## src/rtl/dgf_pkg.sv

```systemverilog
package dgf_pkg;
  localparam int CLS_W = 3;
  localparam logic [CLS_W-1:0] CLS_BRANCH = 3'd0;
  localparam logic [CLS_W-1:0] CLS_PLAIN  = 3'd1;
  localparam logic [CLS_W-1:0] CLS_LEAD   = 3'd2;
  localparam logic [CLS_W-1:0] CLS_PAIRLO = 3'd3;
  localparam logic [CLS_W-1:0] CLS_SPLIT  = 3'd4;
  localparam logic [CLS_W-1:0] CLS_SOLO   = 3'd5;
endpackage

```

## src/rtl/dgf_fit.sv

```systemverilog
module dgf_fit
  import dgf_pkg::*;
#(
  parameter int NB = 4,
  parameter int BR = 2,
  localparam int NS = NB + BR,
  localparam int CW = $clog2(NB + 1),
  localparam int BW = $clog2(BR + 1)
) (
  input  logic [CW-1:0]    nb_cnt,
  input  logic [BW-1:0]    br_cnt,
  input  logic [CLS_W-1:0] cls,
  output logic             ok,
  output logic [NS-1:0]    mask,
  output logic             ends,
  output logic [CW-1:0]    nb_nxt,
  output logic [BW-1:0]    br_nxt
);
  logic empty;

  always_comb begin
    empty  = (nb_cnt == '0) && (br_cnt == '0);
    ok     = 1'b0;
    mask   = '0;
    ends   = 1'b0;
    nb_nxt = nb_cnt;
    br_nxt = br_cnt;
    case (cls)
      CLS_BRANCH: begin
        if (br_cnt < BW'(BR)) begin
          ok = 1'b1;
          mask[NB + int'(br_cnt)] = 1'b1;
          br_nxt = br_cnt + 1'b1;
          ends = (br_cnt == BW'(BR - 1));
        end
      end
      CLS_LEAD: begin
        if (empty) begin
          ok = 1'b1;
          mask[0] = 1'b1;
          nb_nxt = CW'(1);
        end
      end
      CLS_PAIRLO: begin
        if (nb_cnt < CW'(2)) begin
          ok = 1'b1;
          mask[int'(nb_cnt)] = 1'b1;
          nb_nxt = nb_cnt + 1'b1;
        end
      end
      CLS_SPLIT: begin
        if (empty) begin
          ok = 1'b1;
          mask[1:0] = 2'b11;
          nb_nxt = CW'(2);
        end
      end
      CLS_SOLO: begin
        if (empty) begin
          ok = 1'b1;
          mask[NB-1:0] = '1;
          nb_nxt = CW'(NB);
          ends = 1'b1;
        end
      end
      default: begin
        if (nb_cnt < CW'(NB)) begin
          ok = 1'b1;
          mask[int'(nb_cnt)] = 1'b1;
          nb_nxt = nb_cnt + 1'b1;
        end
      end
    endcase
  end
endmodule

```

## src/rtl/dgf_slots.sv

```systemverilog
module dgf_slots #(
  parameter int NS = 6,
  parameter int PW = 8
) (
  input  logic             clk,
  input  logic             rst,
  input  logic             clr,
  input  logic [NS-1:0]    wr_en,
  input  logic [PW-1:0]    wr_data,
  output logic [NS*PW-1:0] slots
);
  for (genvar g = 0; g < NS; g++) begin : g_slot
    logic [PW-1:0] hold_q;
    always_ff @(posedge clk) begin
      if (rst)           hold_q <= '0;
      else if (wr_en[g]) hold_q <= wr_data;
      else if (clr)      hold_q <= '0;
    end
    assign slots[g*PW +: PW] = hold_q;
  end
endmodule

```

## src/rtl/dgf_group_former.sv

```systemverilog
module dgf_group_former
  import dgf_pkg::*;
#(
  parameter int NB_SLOTS = 4,
  parameter int BR_SLOTS = 2,
  parameter int PW = 8,
  localparam int NSLOT = NB_SLOTS + BR_SLOTS,
  localparam int CW = $clog2(NB_SLOTS + 1),
  localparam int BW = $clog2(BR_SLOTS + 1)
) (
  input  logic                clk,
  input  logic                rst,
  input  logic                in_valid,
  output logic                in_ready,
  input  logic [CLS_W-1:0]    in_class,
  input  logic                in_close,
  input  logic [PW-1:0]       in_data,
  input  logic                flush_req,
  output logic                out_valid,
  input  logic                out_ready,
  output logic [NSLOT-1:0]    out_slot_valid,
  output logic [NSLOT*PW-1:0] out_slots
);
  logic             closed_q;
  logic [CW-1:0]    nb_q;
  logic [BW-1:0]    br_q;
  logic [NSLOT-1:0] mask_q;

  logic             leaving;
  logic [CW-1:0]    eff_nb;
  logic [BW-1:0]    eff_br;
  logic             fit_ok, fit_end, take;
  logic [NSLOT-1:0] fit_mask;
  logic [CW-1:0]    fit_nb;
  logic [BW-1:0]    fit_br;

  assign leaving = closed_q && out_ready;
  assign eff_nb  = leaving ? '0 : nb_q;
  assign eff_br  = leaving ? '0 : br_q;

  dgf_fit #(.NB(NB_SLOTS), .BR(BR_SLOTS)) u_fit (
    .nb_cnt (eff_nb),
    .br_cnt (eff_br),
    .cls    (in_class),
    .ok     (fit_ok),
    .mask   (fit_mask),
    .ends   (fit_end),
    .nb_nxt (fit_nb),
    .br_nxt (fit_br)
  );

  assign in_ready = closed_q ? out_ready : fit_ok;
  assign take     = in_valid && in_ready;

  always_ff @(posedge clk) begin
    if (rst) begin
      closed_q <= 1'b0;
      nb_q     <= '0;
      br_q     <= '0;
      mask_q   <= '0;
    end else if (leaving) begin
      closed_q <= take && (fit_end || in_close);
      nb_q     <= take ? fit_nb : '0;
      br_q     <= take ? fit_br : '0;
      mask_q   <= take ? fit_mask : '0;
    end else if (!closed_q) begin
      if (take) begin
        closed_q <= fit_end || in_close;
        nb_q     <= fit_nb;
        br_q     <= fit_br;
        mask_q   <= mask_q | fit_mask;
      end else if (in_valid) begin
        closed_q <= 1'b1;
      end else if (flush_req && (mask_q != '0)) begin
        closed_q <= 1'b1;
      end
    end
  end

  dgf_slots #(.NS(NSLOT), .PW(PW)) u_slots (
    .clk     (clk),
    .rst     (rst),
    .clr     (leaving),
    .wr_en   (take ? fit_mask : '0),
    .wr_data (in_data),
    .slots   (out_slots)
  );

  assign out_valid      = closed_q;
  assign out_slot_valid = mask_q;


  hold_stable_chk: assert property (@(posedge clk) disable iff (rst)
    (out_valid && !out_ready) |=> (out_valid && $stable(out_slot_valid) && $stable(out_slots)));

  stall_blocks_input_chk: assert property (@(posedge clk) disable iff (rst)
    (out_valid && !out_ready) |-> !in_ready);

  second_branch_close_chk: assert property (@(posedge clk) disable iff (rst)
    (in_valid && in_ready && !out_valid && in_class == CLS_BRANCH && br_q == BW'(BR_SLOTS - 1))
    |=> out_valid);

  solo_whole_row_chk: assert property (@(posedge clk) disable iff (rst)
    (in_valid && in_ready && in_class == CLS_SOLO)
    |=> (out_valid && (&out_slot_valid[NB_SLOTS-1:0]) && out_slot_valid[NSLOT-1:NB_SLOTS] == '0));

  no_empty_group_chk: assert property (@(posedge clk) disable iff (rst)
    out_valid |-> (out_slot_valid != '0));
endmodule

```

## config.mk

```make
export PLATFORM = sky130hd
export DESIGN_NAME = dgf_group_former
export DESIGN_NICKNAME = d
export VERILOG_FILES = /design/src/rtl/dgf_pkg.sv /design/src/rtl/dgf_fit.sv /design/src/rtl/dgf_slots.sv /design/src/rtl/dgf_group_former.sv
export SDC_FILE = /design/constraint.sdc
export NUM_CORES = 1
export LEC_CHECK = 0
export ABC_AREA = 1
export BUFFER_PORTS_ARGS = -buffer_cell sky130_fd_sc_hd__buf_2
export CORE_UTILIZATION = 45
export CTS_CLUSTER_SIZE = 20
export DETAILED_ROUTE_END_ITERATION = 7
export GPL_TIMING_DRIVEN = 0
export PLACE_DENSITY = 0.69
export SYNTH_ARGS = -nofsm -noshare
export SYNTH_HDL_FRONTEND = slang
export SYNTH_SLANG_ARGS = --single-unit
```

## constraint.sdc

```tcl
create_clock -name clk -period 1.9 [get_ports clk]
set_input_delay 0 -clock clk [delete_from_list [all_inputs] [get_ports clk]]
set_output_delay 0 -clock clk [all_outputs]
set_load 0.02 [all_outputs]
```

# Word level (Yosys, flattened, before mapping)
# Index checks and enable logic that the tools add are counted.
# word_totals
latchBits	0
mem_bits_ro	0
word_cells	104
mem_count	0
out_inout_bits	56
inputBits	17
reg_bits	60
ram_bits	0
# classes
n_bitwise	1
muxes	55
mul	0
reduce_logical	22
n_addsub	3
shift	0
order_cmp	7
div	0
n_eq_ne	6
# ops
cell	count
2-to-1 mux 8 bit	7
2-to-1 mux 6 bit	7
>= comparator 32 x 1 -> 1 bit (second input constant)	1
less-than comparator 32 x 5 -> 1 bit (second input constant)	1
2-to-1 mux 3 bit	10
2-to-1 mux 2 bit	8
one-hot mux 3 bit (5 select lines)	1
nonzero test 2 bit	7
2-to-1 mux 1 bit	13
one-hot mux 1 bit (5 select lines)	2
one-hot mux 2 bit (4 select lines)	1
logical AND 1 bit	7
demux 1 bit (select 3 bit)	2
== test 3 x 2 -> 1 bit (second input constant)	2
== test 3 bit (second input constant)	2
logical NOT 3 bit	2
OR 6 bit	1
one-hot mux 2 bit (3 select lines)	1
nonzero test 6 bit	1
adder 3 x 2 -> 4 bit (first input constant)	1
less-than comparator 3 x 4 -> 1 bit (second input constant)	1
2-to-1 mux 4 bit	1
adder 3 x 1 -> 3 bit (second input constant)	1
>= comparator 3 x 1 -> 1 bit (second input constant)	1
13 further kinds	13

# Longest topological paths before layout
# Gate-level depths: netlist of the first run.
# depth
word_depth	13
depth_mapped	15
depth_no_buf	13

# Hierarchy
# A second synthesis of the first run with hierarchy kept.
# hier_totals
hier_cells	390
area_unflattened_um2	2771.4
# modules_own_cells
mod	cells_each	n_inst	seq_area_each_um2	area_each_um2
dgf_slots	209	1	960.9	1674.1
dgf_group_former	88	1	240.2	623.1
dgf_fit	93	1	0.0	474.2

# Worst setup path before layout of the first run
# OpenSTA, ideal clock, no wires.
# synth_path
kind	flip-flop to flip-flop
from	register closed_q, in the netlist out_valid
to	register u_slots.g_slot[0].hold_q[7]
slack_ns	-0.338
synth_period_minus_slack_ns	2.238
setup_time_ns	0.070
stages_incl_launch_ff	15
t_required_ns	1.830
t_arrival_ns	2.168
path_buffers	3
cell_sequence	dfxtp_1 -> nand2_2 -> buf_2 -> nand2_1 -> ha_1 -> nand2_1 -> inv_1 -> nand2_2 -> a21oi_2 -> nor2_1 -> o21bai_4 -> buf_8 -> buf_6 -> nand4_1 -> a21oi_1
# synth_via
elab_chain_len	11
elab_cells_between_ends	36
classes_between	add/sub (1); order compare (7); mux (20); reduce/logical (8)
# synth_rtl
item	line_no	rtl
start, declared	dgf_group_former.sv:24	logic closed_q;
start signal, assigned	dgf_group_former.sv:62	closed_q <= take && (fit_end || in_close);
start signal, assigned	dgf_group_former.sv:68	closed_q <= fit_end || in_close;
logical AND 1 bit	dgf_group_former.sv:37	assign leaving = closed_q && out_ready;
2-to-1 mux 2 bit	dgf_group_former.sv:39	assign eff_br = leaving ? '0 : br_q;
adder 3 x 2 -> 4 bit	dgf_fit.sv:32	mask[NB + int'(br_cnt)] = 1'b1;
>= comparator 32 x 1 -> 1 bit (not written as such) / less-than comparator 32 x 5 -> 1 bit (equally long branches)	dgf_fit.sv:32	
logical AND 1 bit (not written as such)	dgf_fit.sv:32	
2-to-1 mux 1 bit (not written as such)	dgf_fit.sv:32	
demux 1 bit (select 3 bit)	-	
2-to-1 mux 6 bit	dgf_fit.sv:30	if (br_cnt < BW'(BR)) begin
one-hot mux 1 bit (5 select lines)	dgf_fit.sv:28	case (cls)
2-to-1 mux 6 bit	dgf_group_former.sv:84	.wr_en (take ? fit_mask : '0),
2-to-1 mux 8 bit / nonzero test 2 bit (equally long branches)	-	
end signal, assigned	dgf_slots.sv:16	else if (wr_en[g]) hold_q <= wr_data;
end, declared	dgf_slots.sv:13	logic [PW-1:0] hold_q;
# Several ways; a longest one is shown, not always the timed one.
# A chain may end at the register's enable or synchronous reset.

# Worst setup path in the final report of the first run
# layout_path
from	register closed_q, in the netlist out_valid
to	register u_slots.g_slot[3].hold_q[5]
# layout_via
elab_chain_len	11
elab_cells_between_ends	35
classes_between	add/sub (1); order compare (7); mux (19); reduce/logical (8)
# layout_rtl
item	line_no
logical AND 1 bit	dgf_group_former.sv:37
2-to-1 mux 2 bit	dgf_group_former.sv:39
adder 3 x 2 -> 4 bit	dgf_fit.sv:32
>= comparator 32 x 1 -> 1 bit (not written as such) / less-than comparator 32 x 5 -> 1 bit (equally long branches)	dgf_fit.sv:32
logical AND 1 bit (not written as such)	dgf_fit.sv:32
2-to-1 mux 1 bit (not written as such)	dgf_fit.sv:32
demux 1 bit (select 3 bit)	-
2-to-1 mux 6 bit	dgf_fit.sv:30
one-hot mux 2 bit (4 select lines)	dgf_fit.sv:28
2-to-1 mux 6 bit	dgf_group_former.sv:84
2-to-1 mux 8 bit / nonzero test 2 bit (equally long branches)	-
end signal, assigned	dgf_slots.sv:16
end, declared	dgf_slots.sv:13
# Several ways; a longest one is shown, not always the timed one.

==> results of run 1 <==
-- cells in the final DEF, fill, tap and decap left out, drive strengths merged --
| cell | n |
|---|---|
| buf | 108 |
| nand3 | 66 |
| a21oi | 64 |
| dfxtp | 60 |
| nand2 | 59 |
| nand4 | 52 |
| inv | 25 |
| clkbuf | 22 |
| o21ai | 13 |
| nor2 | 10 |
| ha | 8 |
| clkinvlp | 2 |
| dlygate4sd3 | 2 |
| clkinv | 2 |
| o21bai | 1 |
| or2 | 1 |
| o221ai | 1 |
| o31ai | 1 |
| o211ai | 1 |
| and2 | 1 |
| nor3 | 1 |
| bufinv | 1 |
-- metrics by stage --
step	total power, mW	cell area (um2)	hold slack, ps	cells
floorplan	1.90	3130	167	384
global placement	2.09	3580	343	532
detailed placement	2.10	3580	340	532
CTS	3.51	4150	7.98	571
global route	3.74	4340	16.3	578
finish	3.59	4340	21.0	578
-- synth_stat cells --
master	count	area [um2]
nand3_2	1	10.0
nand4_2	1	12.5
inv_1	20	75.1
o21ai_0	9	45.0
nand3_4	6	105
clkbuf_1	10	37.5
nand2_2	6	37.5
dfxtp_1	60	1200
a21oi_2	4	35.0
or2_2	1	6.26
nand2_4	1	11.3
ha_1	8	100
buf_6	4	45.0
o21ai_4	2	32.5
o211ai_1	1	7.51
buf_2	3	15.0
inv_2	4	15.0
and2_1	1	6.26
nor2_1	9	33.8
o31ai_1	1	7.51
o21ai_1	2	10.0
nor2_2	1	6.26
a21oi_1	60	300
clkinv_1	1	3.75
buf_1	6	22.5
o21bai_4	1	18.8
buf_8	1	15.0
nand4_1	51	319
o221ai_2	1	15.0
nand2_1	52	195
nand3_1	55	275
nor3_1	1	5.00
-- registers in the layout, indices dropped and copies added (netlist names) --
register,count
br_q,2
out_valid,1
nb_q,3
out_slot_valid,6
u_slots.g_slot.hold_q,48
-- worst max-delay path, stage by stage, from the launching register on --
cell and delay (ps):
dfxtp_4 380, nand2_8 60, buf_12 140, nand2_8 70, ha_4 130, nand2_2 50
inv_2 70, nand2_4 60, a21oi_4 150, nor2_4 60, o21bai_4 210, buf_12 180
buf_4 130, nand3_4 90, nand3_1 110, a21oi_1 70
-- repair_timing --
item                       CTS  global route
gates cloned                 4             3
hold endpoints to repair     6             0
resized for setup           28            32
setup buffers               17             7
pin swaps                    9            20
hold buffers                 2             0
setup endpoints to repair   61            61
-- path summary, 6_finish.rpt --
kind | endpoint | cells after the start | slack [ps] | from
max | u_slots.g_slot[3].hold_q[5] | 15 | -180 | out_valid
min | u_slots.g_slot[5].hold_q[3] | 3 | 20 | in_data[3]
min reg2reg | u_slots.g_slot[2].hold_q[2] | 2 | 470 | u_slots.g_slot[2].hold_q[2]
max reg2reg | u_slots.g_slot[3].hold_q[5] | 15 | -180 | out_valid
-- report_power, final --
group / switching (mW) / leakage [nW] / internal [mW]
sequential: 0.0353 / 0.486 / 1.30
clock: 0.520 / 0.0999 / 0.646
combinational: 0.629 / 1.16 / 0.456
total: 1.18 / 1.74 / 2.41
-- layout make-up --
| cell class | instances | share of cell area |
|---|---|---|
| multi-input combinational | 279 | 0.442 |
| sequential | 60 | 0.278 |
| timing repair buffer | 97 | 0.148 |
| buffer | 24 | 0.0407 |
| clock buffer | 11 | 0.0326 |
| inverter | 25 | 0.0225 |
| tap | 77 | 0.0222 |
| clock inverter | 5 | 0.0138 |
-- routing by layer --
metal	GRT usage	vias up	share of wire
li1	-	1617	-
met1	0.359	1551	0.43
met2	0.431	159	0.48
met3	0.0495	24	0.070
met4	0.0972	0	0.018
met5	0	-	0
-- logic make-up after synthesis --
logic type	share of synthesized area
fa+ha+maj	0.0331
simple gates	0.338
compound gates	0.156
flops	0.397
buf+inv	0.0757
==> flow_summary.yaml, run 1 <==
outcome:
  status: "finished with violations"
  violations: "design-rule violations, negative setup slack"
final_layout:
  area_delta_synth_final_pct: 43.3
  final.fill_count: 527
  antenna_cells: 0
  regArea_um2: 1200
  fin_nets: 521
  post-route-util: 0.675
  drive_gt1_frac: 0.385
  multi_input_area_um2: 1920
logic_synthesis:
  avgSynthCellArea_um2: 7.88
  yosysSeqAreaShare: 0.397
  syn_area_um2: 3030
  ys_seq_elements: 60
  yosys_warnings: 0
  ys_types: 32
  syn_inst: 384
  synth_nets: 409
floorplanning:
  die_w_um: 84.0
  core_area_um2: 6420
  io-pin-count: 73
  num_rows: 29
  die-area_um2: 7060
  die_y_um: 84.0
  initial_core_util: 0.471
routing:
  wl_per_cell_um: 16.6
  ant_nets: 0
  vias: 3351
  dr.pass1.iters: 8
  via_per_inst: 5.80
  first_iter_violations: 289
  wl_um: 9580
  drc_errors: 12
timing:
  worstMarginPinSlew_ps: 661
  clock_skew_ps: 9.91
  setup_viol_count_final: 61
  final_hold_viol_count: 0
  fin_crit_ps: 2080
  drv_slew: 0
  post-route-period-util: 1.10
  clock.fmax_ghz: 0.481
  relSlewSlack: 0.559
  setup_slack_ps: -181
  setup-tns-final_ps: -7850
  rsz0062_at_grt: "true"
grt:
  overflow: 0
  grt_pass1_wl_um: 14900
  antenna_found_initial: 0
  grt_max_degree: 13
  grt_use_total: 0.268
  grt_pass1_vias: 3040
power:
  p_leak_nw: 1.74
  power_density_nw_per_um2: 828
  ir_worst_vdd_uv: 604
clock_tree:
  clk_pin_slew_ps: 70
  ctsHtreeMaxLevel: 3
  clk_latency_ps: 340
  clock_path_buffers: 2
  cts_made_buffers: 9
  cts_tree: "done"
  cts_sinks: 60
  root_buffer: "clkbuf_8"
job:
  cap_violations: 0
placed_design:
  hpwl_um: 6150
  port_buffers: 71
  gp_congestion: 0.850
  dpl_worst_slack_ps: -271
worst_setup_path:
  crit_fanout: 8
  arrival_ps: 2290
  end_kind: "register"
  crit_type: "register to register"
  required_ps: 2110
  startpoint_type: "register"
min_path:
  hold_path.class: "input port to register"
No activity file was read; power rests on OpenSTA's default activity.
==> run 2, diff against run 1 <==
Settings changed: PLACE_DENSITY 0.69 to 0.7, SYNTH_HIERARCHICAL from default to 1.
==> flow_summary.yaml, run 2 <==
worst_setup_path:
  r2r-start: "out_valid"
  crit_type: "register to register"
  r2r-end: "u_slots/g_slot[2].hold_q[6]"
  path_cells: "nand2_8 -> inv_16 -> nor2_4 -> inv_2 -> ha_4 -> nand2_4 -> nor2_4 -> a21oi_2 -> nand4_1 -> nand2_2 -> nand2_4 -> nand2_8 -> buf_4 -> nor2_4 -> buf_6 -> nor2_4 -> nand2_1 -> a21oi_2"
  startpoint_type: "register"
  worstPathBufferInverterCount: 4
  cpMostUsedCell: "nor2_4"
  reg2reg_depth: 18
  crit_fanout: 8
  end_kind: "register"
  required_ps: 2180
  cp_slowest_cell: "dfxtp_4"
  rrSetupSlack_ps: -480
  max_stage_delay_ps: 370
  arrival_ps: 2650
  crit_family: "simple AND/OR/NAND/NOR gates"
clock_tree:
  root_buffer: "clkbuf_8"
  ctsHtreeMaxLevel: 3
  cts_made_buffers: 9
  cts_sinks: 60
  clk_pin_slew_ps: 80
  clk_latency_ps: 350
  cts_tree: "done"
  clock_path_buffers: 2
final_layout:
  drive_gt1_frac: 0.428
  final_area_um2: 4200
  antenna_cells: 0
  fin_nets: 539
  post-route-util: 0.709
  regMostFlops: "u_slots/g_slot.hold_q"
  final.fill_count: 469
  fin_cells: 594
  largest_reg_flops: 48
  area_delta_synth_final_pct: 51.5
  final_cell_mix: "122 x nand2_1, 74 x buf_2, 59 x dfxtp_1"
  layout_commonest_cell: "nand2_1"
outcome:
  violations: "negative setup slack"
  status: "finished with violations"
min_path:
  whs_endpoint: "out_valid"
  hp-start: "flush_req"
  hold_path.class: "input port to register"
  min_path_cells: 7
power:
  switching_share: 0.301
  pwr-share-clk: 0.399
  p_int_mw: 2.51
  ir_worst_vdd_uv: 498
  p_leak_nw: 1.85
  seq_power_share: 0.373
  p_sw_mw: 1.08
  power_density_nw_per_um2: 854
  combinationalPowerShare: 0.227
logic_synthesis:
  yosysSeqAreaShare: 0.433
  yosys_warnings: 6
  synth-edff-count: 0
  ys_types: 23
  async_flop_share: 0
  ys_seq_elements: 60
  synth_most_common_cell: "nand2_1"
  synthTopCellsByCount: "146 x nand2_1, 60 x a21oi_1, 60 x dfxtp_1, 37 x nor2_1, 26 x inv_1"
  syn_inst: 390
  ys_top_cells_by_area: "dfxtp_1 43%, nand2_1 20%, a21oi_1 11%, nor2_1 5.0%, ha_1 3.6%"
  avgSynthCellArea_um2: 7.11
  syn_area_um2: 2770
  synth_top_area_share: 0.433
  synth_nets: 415
  ys.flop_type: "dfxtp_1"
  synth_area_leader_cell: "dfxtp_1"
placed_design:
  placed_cell_area_um2: 3370
  dp_cells: 537
  port_buffers: 72
  hpwl_um: 5250
  gp_congestion: 0.838
timing:
  fin_crit_ps: 2380
  drv_slew: 0
  post-route-period-util: 1.25
  clock_skew_ps: 9.42
  worstMarginPinSlew_ps: 665
  final_hold_viol_count: 0
  setup_slack_ps: -477
  clock.fmax_ghz: 0.421
  worst_hold_slack_ps: 93.5
  setup_viol_count_final: 59
  setup-tns-final_ps: -21820
  rsz0062_at_grt: "true"
  relSlewSlack: 0.556
routing:
  via_per_inst: 5.10
  dr.pass1.iters: 5
  ant_nets: 0
  first_iter_violations: 150
  wl_um: 8290
  vias: 3032
  drc_errors: 0
  wl_per_cell_um: 14.0
floorplanning:
  die-area_um2: 6480
  die_y_um: 80.5
  initial_core_util: 0.468
  num_rows: 28
  core_area_um2: 5920
  io-pin-count: 73
  die_w_um: 80.5
grt:
  overflow: 0
  grt_pass1_vias: 2707
  grt_max_degree: 13
  antenna_found_initial: 0
  grt_pass1_wl_um: 12600
  grt_use_total: 0.261
job:
  cap_violations: 0
## run 2: cell types whose count changed after synthesis, sizes merged, moves of 6 or more
cell	delta
clkbuf	-8
inv	+6
nand2	+92
nand3	-50
nand4	-50
nor2	+31
## run 2: metal layers
layer  track usage  wire length (um)  share of wire
met1         0.310              3310           0.40
met3        0.0386               506          0.061
met2         0.456              4300           0.52
met5             0                 0              0
met4         0.125               165          0.020
## run 2: power by group through the flow
| stage | Combinational, mW | Sequential [mW] | Clock (mW) |
|---|---|---|---|
| 2_1_floorplan | 0.385 | 1.41 | 0 |
| 3_3_place_gp | 0.598 | 1.36 | 0 |
| 3_5_place_dp | 0.606 | 1.36 | 0 |
| 4_1_cts | 0.740 | 1.34 | 1.45 |
| 5_1_grt | 0.882 | 1.34 | 1.50 |
| 6_report | 0.816 | 1.34 | 1.43 |
## run 2: logic make-up after synthesis
family / after synthesis / share of synthesized area
buf+inv: 42 / 0.0767
fa+ha+maj: 8 / 0.0361
simple gates: 207 / 0.314
compound gates: 73 / 0.140
flops: 60 / 0.433
## run 2: worst max path at each step
stage	cells past startpoint	end	start	slack [ps]
after floorplan	19	u_slots/g_slot[0].hold_q[2]	out_valid	-360
final	18	u_slots/g_slot[2].hold_q[6]	out_valid	-480
after global routing	18	u_slots/g_slot[2].hold_q[6]	out_valid	-600
after CTS	19	u_slots/g_slot[5].hold_q[4]	out_valid	-420
after global placement	19	u_slots/g_slot[1].hold_q[7]	out_valid	-640
after detailed placement	19	u_slots/g_slot[5].hold_q[4]	out_valid	-680
## run 2: worst reg2reg max path, cell delays in order, from the launching register on
cell and delay (ps):
dfxtp_4 370, nand2_8 90, inv_16 50, nor2_4 130, inv_2 60, ha_4 170, nand2_4 60, nor2_4 40
a21oi_2 150, nand4_1 170, nand2_2 110, nand2_4 70, nand2_8 110, buf_4 130, nor2_4 40, buf_6 110
nor2_4 190, nand2_1 110, a21oi_2 130
## run 2: repair_timing
action                                  4_1_cts  5_1_grt
hold buffers                                 10        0
endpoints found under the hold margin        47        0
gates resized for setup                      28       43
buffers inserted                             25        7
pin swaps                                    60       55
endpoints found under the setup margin       61       61
## run 2: cell type report
| class | instances | area, um2 | share of cell area |
|---|---|---|---|
| buffer | 11 | 86.3 | 0.0206 |
| clock buffer | 9 | 124 | 0.0295 |
| clock inverter | 7 | 124 | 0.0295 |
| inverter | 30 | 141 | 0.0337 |
| multi-input combinational | 288 | 1700 | 0.405 |
| sequential | 60 | 1200 | 0.287 |
| tap | 75 | 93.8 | 0.0223 |
| timing repair buffer | 114 | 723 | 0.172 |
## run 2: per-stage QoR
step | total power, mW | setup WS [ps]
finish | 3.59 | -477
detailed placement | 1.97 | -681
global placement | 1.96 | -637
CTS | 3.52 | -418
global route | 3.72 | -603
floorplan | 1.80 | -360
